`src/rtl/intc_pkg.sv`:
```
// Package: shared address map, level type and the source-to-vector fold.
// Assumes a 32-bit data bus and 8-bit word addresses.
package intc_pkg;
    localparam int DW = 32;
    localparam int AW = 8;

    localparam logic [AW-1:0] ADDR_CTRL = 8'h00;
    localparam logic [AW-1:0] ADDR_STAT = 8'h01;
    localparam logic [AW-1:0] ADDR_FLAG = 8'h10;
    localparam logic [AW-1:0] ADDR_EN   = 8'h20;
    localparam logic [AW-1:0] ADDR_PRIO = 8'h40;

    localparam int CTRL_MODE_BIT = 0;
    localparam int CTRL_POL_LSB  = 8;

    typedef struct packed {
        logic [2:0] main;
        logic [1:0] sub;
    } prio_t;

    // First source that folds onto vector v (ceil(v*nsrc/nvec)).
    function automatic int first_src(int v, int nsrc, int nvec);
        return (v * nsrc + nvec - 1) / nvec;
    endfunction
endpackage

```
`src/rtl/intc_ext_edge.sv`:
```
// Module: two-flop synchronizer and per-pin edge detector for the external
// interrupt pins. Assumes pins are asynchronous; rise_sel picks the edge.
module intc_ext_edge #(
    parameter int NUM_EXT = 5
) (
    input  logic               clk,
    input  logic               rst_n,
    input  logic [NUM_EXT-1:0] pin,
    input  logic [NUM_EXT-1:0] rise_sel,
    output logic [NUM_EXT-1:0] evt
);
    logic [NUM_EXT-1:0] sync1_q, sync2_q, prev_q;

    // Synchronizer chain plus one history stage for edge detection.
    always_ff @(posedge clk) begin
        if (!rst_n) begin
            sync1_q <= '0;
            sync2_q <= '0;
            prev_q  <= '0;
        end else begin
            sync1_q <= pin;
            sync2_q <= sync1_q;
            prev_q  <= sync2_q;
        end
    end

    for (genvar i = 0; i < NUM_EXT; i++) begin : g_edge
        assign evt[i] = rise_sel[i] ? (sync2_q[i] & ~prev_q[i])
                                    : (~sync2_q[i] & prev_q[i]);
    end
endmodule

```
`src/rtl/intc_src_bank.sv`:
```
// Module: per-source flag and enable bits with bus write access.
// Assumes one bus word holds 32 sources; a hardware set beats a clear.
module intc_src_bank
    import intc_pkg::*;
#(
    parameter int NUM_SRC = 96
) (
    input  logic               clk,
    input  logic               rst_n,
    input  logic [NUM_SRC-1:0] hw_set,
    input  logic               wr_en,
    input  logic [AW-1:0]      wr_addr,
    input  logic [DW-1:0]      wr_data,
    output logic [NUM_SRC-1:0] flag_q,
    output logic [NUM_SRC-1:0] en_q
);
    logic [NUM_SRC-1:0] flag_d, en_d;

    for (genvar s = 0; s < NUM_SRC; s++) begin : g_src
        localparam int WRD = s / 32;
        localparam int BIT = s % 32;
        logic flag_hit, en_hit;
        assign flag_hit  = wr_en && (wr_addr == ADDR_FLAG + AW'(WRD));
        assign en_hit    = wr_en && (wr_addr == ADDR_EN + AW'(WRD));
        assign flag_d[s] = (flag_hit ? wr_data[BIT] : flag_q[s]) | hw_set[s];
        assign en_d[s]   = en_hit ? wr_data[BIT] : en_q[s];
    end

    // Flag and enable storage.
    always_ff @(posedge clk) begin
        if (!rst_n) begin
            flag_q <= '0;
            en_q   <= '0;
        end else begin
            flag_q <= flag_d;
            en_q   <= en_d;
        end
    end
endmodule

```
`src/rtl/intc_arbiter.sv`:
```
// Module: folds active sources onto vectors and picks the winner by
// main level, then sub-level, then lowest index. Purely combinational.
// Assumes NUM_VEC <= NUM_SRC so every vector owns at least one source.
module intc_arbiter
    import intc_pkg::*;
#(
    parameter int NUM_SRC = 96,
    parameter int NUM_VEC = 64,
    parameter int VW      = 6
) (
    input  logic [NUM_SRC-1:0]       active,
    input  prio_t [NUM_VEC-1:0]      prio,
    output logic                     win_valid,
    output logic [VW-1:0]            win_vec,
    output prio_t                    win_prio
);
    logic [NUM_VEC-1:0] pend;

    for (genvar v = 0; v < NUM_VEC; v++) begin : g_fold
        localparam int LO = first_src(v, NUM_SRC, NUM_VEC);
        localparam int HI = first_src(v + 1, NUM_SRC, NUM_VEC) - 1;
        assign pend[v] = |active[HI:LO];
    end

    // Descending scan with >= so that ties settle on the lowest index.
    always_comb begin
        win_valid = 1'b0;
        win_vec   = '0;
        win_prio  = '0;
        for (int v = NUM_VEC - 1; v >= 0; v--) begin
            if (pend[v] && (prio[v].main != 3'd0) &&
                (!win_valid || (prio[v] >= win_prio))) begin
                win_valid = 1'b1;
                win_vec   = VW'(v);
                win_prio  = prio[v];
            end
        end
    end
endmodule

```
`src/rtl/intc_core.sv`:
```
// Module: top of the interrupt controller. Holds control, level and status
// registers, decodes the register bus, gates the winner against the CPU
// level and registers the request. Assumes NUM_VEC <= 256 and that the
// flag, enable and level words fit their address windows.
module intc_core
    import intc_pkg::*;
#(
    parameter int NUM_SRC = 96,
    parameter int NUM_VEC = 64,
    parameter int NUM_EXT = 5,
    localparam int VW = (NUM_VEC > 1) ? $clog2(NUM_VEC) : 1
) (
    input  logic               clk,
    input  logic               rst_n,
    input  logic [NUM_SRC-1:0] src_evt,
    input  logic [NUM_EXT-1:0] ext_pin,
    input  logic               bus_we,
    input  logic [7:0]         bus_addr,
    input  logic [31:0]        bus_wdata,
    output logic [31:0]        bus_rdata,
    input  logic [2:0]         cpu_ipl,
    output logic               irq_req,
    output logic [VW-1:0]      irq_vec,
    output logic [2:0]         irq_prio
);
    localparam int NFW = (NUM_SRC + 31) / 32;
    localparam int NPW = (NUM_VEC + 3) / 4;

    logic               mode_multi;
    logic [NUM_EXT-1:0] ext_rise;
    prio_t [NUM_VEC-1:0] prio_q, prio_d;
    logic [VW-1:0]      stat_vec;
    logic [2:0]         stat_prio;

    logic [NUM_EXT-1:0] ext_evt;
    logic [NUM_SRC-1:0] hw_set, flag_q, en_q, active;
    logic               any_active;
    logic               win_valid;
    logic [VW-1:0]      win_vec;
    prio_t              win_prio;
    logic               req_d;
    logic               ctrl_hit;

    intc_ext_edge #(.NUM_EXT(NUM_EXT)) u_edge (
        .clk(clk), .rst_n(rst_n), .pin(ext_pin), .rise_sel(ext_rise), .evt(ext_evt)
    );

    assign hw_set = src_evt | NUM_SRC'(ext_evt);

    intc_src_bank #(.NUM_SRC(NUM_SRC)) u_bank (
        .clk(clk), .rst_n(rst_n), .hw_set(hw_set),
        .wr_en(bus_we), .wr_addr(bus_addr), .wr_data(bus_wdata),
        .flag_q(flag_q), .en_q(en_q)
    );

    assign active     = flag_q & en_q;
    assign any_active = |active;

    intc_arbiter #(.NUM_SRC(NUM_SRC), .NUM_VEC(NUM_VEC), .VW(VW)) u_arb (
        .active(active), .prio(prio_q),
        .win_valid(win_valid), .win_vec(win_vec), .win_prio(win_prio)
    );

    assign ctrl_hit = bus_we && (bus_addr == ADDR_CTRL);

    // Control register: reporting mode and external pin polarity.
    always_ff @(posedge clk) begin
        if (!rst_n) begin
            mode_multi <= 1'b0;
            ext_rise   <= '0;
        end else if (ctrl_hit) begin
            mode_multi <= bus_wdata[CTRL_MODE_BIT];
            ext_rise   <= bus_wdata[CTRL_POL_LSB +: NUM_EXT];
        end
    end

    for (genvar v = 0; v < NUM_VEC; v++) begin : g_prio
        localparam int WRD = v / 4;
        localparam int LSB = 8 * (v % 4);
        logic hit;
        assign hit       = bus_we && (bus_addr == ADDR_PRIO + AW'(WRD));
        assign prio_d[v] = hit ? prio_t'(bus_wdata[LSB +: 5]) : prio_q[v];
    end

    // Vector level storage.
    always_ff @(posedge clk) begin
        if (!rst_n) prio_q <= '0;
        else        prio_q <= prio_d;
    end

    assign req_d = win_valid && (win_prio.main > cpu_ipl);

    // Registered request towards the CPU and the status capture.
    always_ff @(posedge clk) begin
        if (!rst_n) begin
            irq_req   <= 1'b0;
            irq_vec   <= '0;
            irq_prio  <= '0;
            stat_vec  <= '0;
            stat_prio <= '0;
        end else begin
            irq_req  <= req_d;
            irq_vec  <= (req_d && mode_multi) ? win_vec : '0;
            irq_prio <= req_d ? win_prio.main : 3'd0;
            if (req_d) begin
                stat_vec  <= mode_multi ? win_vec : '0;
                stat_prio <= win_prio.main;
            end
        end
    end

    logic [NFW*32-1:0] flag_pad, en_pad;
    logic [NPW*32-1:0] prio_pad;

    assign flag_pad = (NFW*32)'(flag_q);
    assign en_pad   = (NFW*32)'(en_q);

    // Pack vector levels into their bus bytes.
    always_comb begin
        prio_pad = '0;
        for (int v = 0; v < NUM_VEC; v++) begin
            prio_pad[32*(v/4) + 8*(v%4) +: 8] = {3'b000, prio_q[v]};
        end
    end

    // Read multiplexer over the whole register map.
    always_comb begin
        bus_rdata = '0;
        if (bus_addr == ADDR_CTRL) begin
            bus_rdata[CTRL_MODE_BIT]              = mode_multi;
            bus_rdata[CTRL_POL_LSB +: NUM_EXT]    = ext_rise;
        end
        if (bus_addr == ADDR_STAT) begin
            bus_rdata[7:0]  = 8'(stat_vec);
            bus_rdata[10:8] = stat_prio;
        end
        for (int w = 0; w < NFW; w++) begin
            if (bus_addr == ADDR_FLAG + AW'(w)) bus_rdata = flag_pad[32*w +: 32];
            if (bus_addr == ADDR_EN + AW'(w))   bus_rdata = en_pad[32*w +: 32];
        end
        for (int w = 0; w < NPW; w++) begin
            if (bus_addr == ADDR_PRIO + AW'(w)) bus_rdata = prio_pad[32*w +: 32];
        end
    end
endmodule

```
`config.mk`:
```
export PLATFORM = sky130hd
export DESIGN_NAME = intc_core
export DESIGN_NICKNAME = d
export VERILOG_FILES = /design/src/rtl/intc_pkg.sv /design/src/rtl/intc_ext_edge.sv /design/src/rtl/intc_src_bank.sv /design/src/rtl/intc_arbiter.sv /design/src/rtl/intc_core.sv
export SDC_FILE = /design/constraint.sdc
export NUM_CORES = 2
export LEC_CHECK = 0
export BUFFER_PORTS_ARGS = -buffer_cell sky130_fd_sc_hd__buf_2
export CAP_MARGIN = 25
export CORE_MARGIN = 4
export CORE_UTILIZATION = 45
export CTS_CLUSTER_SIZE = 30
export DETAILED_ROUTE_END_ITERATION = 12
export PLACE_DENSITY = 0.68
export SYNTH_ARGS = -nofsm -noshare
export SYNTH_HDL_FRONTEND = slang
export SYNTH_HIERARCHICAL = 1
export SYNTH_SLANG_ARGS = --single-unit
export TNS_END_PERCENT = 50
```
`constraint.sdc`:
```
create_clock -name clk -period 227.5 [get_ports clk]
set_input_delay 45.5 -clock clk [delete_from_list [all_inputs] [get_ports clk]]
set_output_delay 45.5 -clock clk [all_outputs]
set_load 0.03 [all_outputs]
```
Word-level counts from Yosys, hierarchy flattened:

Cells that the tools add are included.

* output and inout port bits: 42
* input port bits: 147
* bits in registers: 552
* bits in read-only memories: 0
* memory bits (writable): 0
* bits in latches: 0
* memories: 0

* $mul: 0
* divide/modulo/power cells: 0
* magnitude comparators: 64
* shift-type cells: 0
* reduce and logical (&&, ||, !) cells: 377
* multiplexer cells: 319
* $add $sub $neg: 0
* bitwise gates (word level): 118
* equality and inequality tests: 23

Operators with widths (number)
* 32-bit 2-to-1 mux: 22
* 6-bit 2-to-1 mux: 65
* 5-bit 2-to-1 mux: 65
* 5-bit greater-or-equal comparator: 63
* 3-bit nonzero test: 64
* 1-bit 2-to-1 mux: 166
* 1-bit logical AND: 152
* 8-bit by 7-bit equality test with 1-bit output (second input constant): 16
* 96-bit bitwise AND: 1
* 1-bit OR: 96
* 96-bit by 5-bit OR with 96-bit output: 1
* 2-bit OR reduction: 32
* 1-bit zero test: 63
* 1-bit logical OR: 63
* 8-bit by 5-bit equality test with 1-bit output (second input constant): 3
* 8-bit by 6-bit equality test with 1-bit output (second input constant): 3
* 11-bit 2-to-1 mux: 1
* 1-bit bitwise AND: 10
* 1-bit NOT: 10
* 8-bit by 1-bit equality test with 1-bit output (second input constant): 1
* 8-bit zero test: 1
* 2-bit AND reduction: 2
* 3-bit > comparator: 1

Logic depth before layout (Yosys ltp):

* word-level depth: 259
* gate-level depth with buffers: 605

Hierarchy:

Netlist, hierarchy kept.

Modules (own cells, without submodules)
* intc_core: area each 19108.3 µm², times used 1, seq. area each 6906.6 µm², cells each 2496
* intc_arbiter: area each 17752.0 µm², times used 1, seq. area each 0.0 µm², cells each 2638
* intc_src_bank: area each 8134.1 µm², times used 1, seq. area each 3843.7 µm², cells each 815
* intc_ext_edge: area each 500.5 µm², times used 1, seq. area each 300.3 µm², cells each 46

Least setup slack after synthesis:

Ideal clock, no wire load.

* path kind: reg2reg
* start point: register prio_q, in the netlist prio_pad[506]
* end point: register stat_vec[0]
* data arrival time: 101976 ps
* period minus slack after synthesis: 102090 ps
* cell stages (with the launch flop): 557
* setup slack: 125410 ps
* path buffers: 12
* cell sequence: dfxtp_1 o31a_1 and2_1 ha_1 nor2b_1 o21ai_0 a21o_1 a21oi_1 ha_1 a21o_1 a21oi_1 o211ai_1 nand2_1 mux2_2 ha_1 nor2_1 a21o_1 a211oi_1 [... 521 more ...] ha_1 nand2b_1 a21oi_1 nor2b_1 o21ai_0 nand2b_1 a21oi_1 a21o_1 buf_2 o22ai_1 a21oi_1 ha_1 nor2b_1 o21ai_0 a21oi_1 and3_1 and2_1 a21o_1

RTL lines
* start: declaration: RTL line intc_core.sv:31 `prio_t [NUM_VEC-1:0] prio_q, prio_d;`
* start signal: assignment: RTL line intc_core.sv:88 `else prio_q <= prio_d;`
* end signal: assignment: RTL line intc_core.sv:106 `stat_vec <= mode_multi ? win_vec : '0;`
* end: declaration: RTL line intc_core.sv:32 `logic [VW-1:0] stat_vec;`

==> summary.txt <==
Place
  • Gpl congestion: 1.05
  • Post-Place Cells: 7,160
  • IO buf count: 188
  • DP HPWL: 162,000 um

STA
  • Tmin final: 118.63 ns
  • Max_slew headroom: 0.178
  • Worst Clk Skew: 0.0321 ns
  • Unrepaired setup endpoints after global routing: no
  • Period utilization: 0.521
  • FMAX: 0.00843 GHz
  • Final Setup Violations: 0
  • Final Hold Vio Count: 0
  • Slew Viols, Final: 0
  • Post-route setup TNS: 0 ns
  • Worst Max-Slew Pin Slew: 1.23 ns

Cells and area
  • P&R area growth vs syn: 7.97%
  • Final cell count without fillers: 7,284
  • Commonest non-fill, non-tap cell in the layout: nand2_1
  • Share of layout cells above drive strength 1: 0.106
  • Nets: 6,283
  • Most frequent cells in the layout: nand2_1 (1,116), dfxtp_1 (552), nor2_1 (292), a21oi_1 (289), a21boi_0 (288)

Die
  • Row count: 116
  • Die Height: 326 um
  • Starting Density: 0.454
  • Die area: 106,000 sq um
  • Die width: 326 um
  • # IOs: 189
  • Core region area: 100,000 sq um

CTS
  • CTS-repair resized insts: 0
  • Root Driver: clkbuf_16
  • Hold_buf cts: 0
  • CTS Sinks: 552
  • Worst-Skew Late Latency: 0.68 ns
  • CTS buffer count: 61
  • CTS H-Tree Depth: 2
  • Setup Buffers After CTS: 0
  • CTS Buffer Depth: 3
  • CTS tree: yes
  • Clock-pin slew on the worst setup and hold paths: 0.06 ns

Power and ir drop
  • P per Cell Area: 4.61 nW/um^2
  • Peak VDD IR: 0.00571 mV
  • Static Leak: 18.7 nW
  • Final Total Pwr: 0.226 mW

Global route
  • First-pass GRT wire length: 311,000 um
  • Gr busiest metal: met2
  • Overflow after GRT: 0
  • Met3 Usage GRT: 0.121
  • Vias in the first global route: 45.3k
  • GRT Overall Usage: 0.386
  • GR Util met1: 0.522
  • Largest net degree at the start of global routing: 153
  • Grt met2 use: 0.549
  • Initial antenna violation count: 22

Setup path
  • CP max FO: 15
  • Nature of the critical path startpoint: flip-flop
  • Crit path arrival time: 119.25 ns
  • Crit-path slowest cell: or4_1
  • Max stage delay on crit path: 0.66 ns
  • Most used cell, CP: ha_1
  • Type of destination of the critical path: flip-flop
  • CP required: 228.13 ns
  • CP Class: flip-flop to flip-flop
  • Reg2reg setup slack: 108.87 ns

Yosys
  • Synth Area per Inst: 7.59 sq um
  • Post-Syn Instances: 5,990
  • Syn nets: 6,345
  • Warnings, synthesis: 6
  • Post-synth design cell area: 45,500 sq um

Worst hold path
  • Worst Hold Class: flip-flop to flip-flop

Route
  • DR iter-0 viols: 7,089
  • Wire per inst: 29.7 um
  • Post-route ant nets: 0
  • Vias per cell: 6.84
  • Drt drc: 2
  • WL final: 217,000 um
  • Pre-antenna DRT Iters: 11
  • Via Count: 49.8k

Status
  • Failing checks: DRC
  • Outcome: finished with violations

Flow run
  • Maximum capacitance violations: 0
## where the power goes
group / total, mW / leakage (nW) / switching (mW) / internal (mW)
clock network: 0.107 / 1.04 / 0.0463 / 0.0607
registers: 0.0998 / 4.48 / 0.00176 / 0.0981
logic: 0.0195 / 13.2 / 0.0140 / 0.00554
## state kept, by name, summed over array words and instances, names as in the netlist
signal and flops:
u_bank/en_q 96, u_edge/sync2_q 5, u_bank/flag_q 96, stat_prio 3, irq_prio 3, mode_multi 1
u_edge/prev_q 5, irq_vec 6, stat_vec 6, u_edge/sync1_q 5, ext_rise 5, prio_pad 320
irq_req 1
## worst paths after layout
kind | start | cells after the start | to
setup / recovery | u_bank/flag_q[95]$_SDFF_PN0_ | 546 | stat_vec[3]$_SDFFE_PN0P_
hold / removal | u_edge/sync1_q[3]$_SDFF_PN0_ | 1 | u_edge/sync2_q[3]$_SDFF_PN0_
setup reg to reg | u_bank/flag_q[95]$_SDFF_PN0_ | 546 | stat_vec[3]$_SDFFE_PN0P_
hold reg to reg | u_edge/sync1_q[3]$_SDFF_PN0_ | 1 | u_edge/sync2_q[3]$_SDFF_PN0_
## through the flow
stage	setup slack, ns	instance area (sq um)	hold WS [ns]	util
2_1_floorplan	125.51	45500	0.412	-
3_3_place_gp	113.70	46900	0.419	0.468
3_5_place_dp	111.76	46900	0.432	0.468
4_1_cts	111.23	49000	0.448	0.489
5_1_grt	99.24	49100	0.457	0.490
6_report	108.87	49100	0.445	0.490
## worst max-delay path: cells and delay by family, from the launching register on
| family | cells | cell delay [ns] |
|---|---|---|
| AO/OA/AOI/OAI | 249 | 55.12 |
| adder cells (fa/ha/maj) | 67 | 18.95 |
| buffers and inverters | 13 | 0.96 |
| flip-flops | 1 | 0.34 |
| multiplexers | 31 | 10.49 |
| AND/OR/NAND/NOR | 186 | 32.47 |
## layer usage
layer	routed length [um]	vias up
met1	87800	23800
li1	-	22000
met4	13500	20
met3	28900	659
met5	136	-
met2	86400	3287
## layout make-up
| type | count | area [sq um] |
|---|---|---|
| Fill cell | 9964 | 51100 |
| Antenna cell | 7 | 17.5 |
| Sequential cell | 552 | 11100 |
| Clock inverter | 36 | 418 |
| Inverter | 208 | 781 |
| Tap cell | 1298 | 1620 |
| Timing Repair Buffer | 257 | 1520 |
| Multi-Input combinational cell | 4848 | 32000 |
| Clock buffer | 78 | 1690 |
Power figures use the tool's default switching activity.
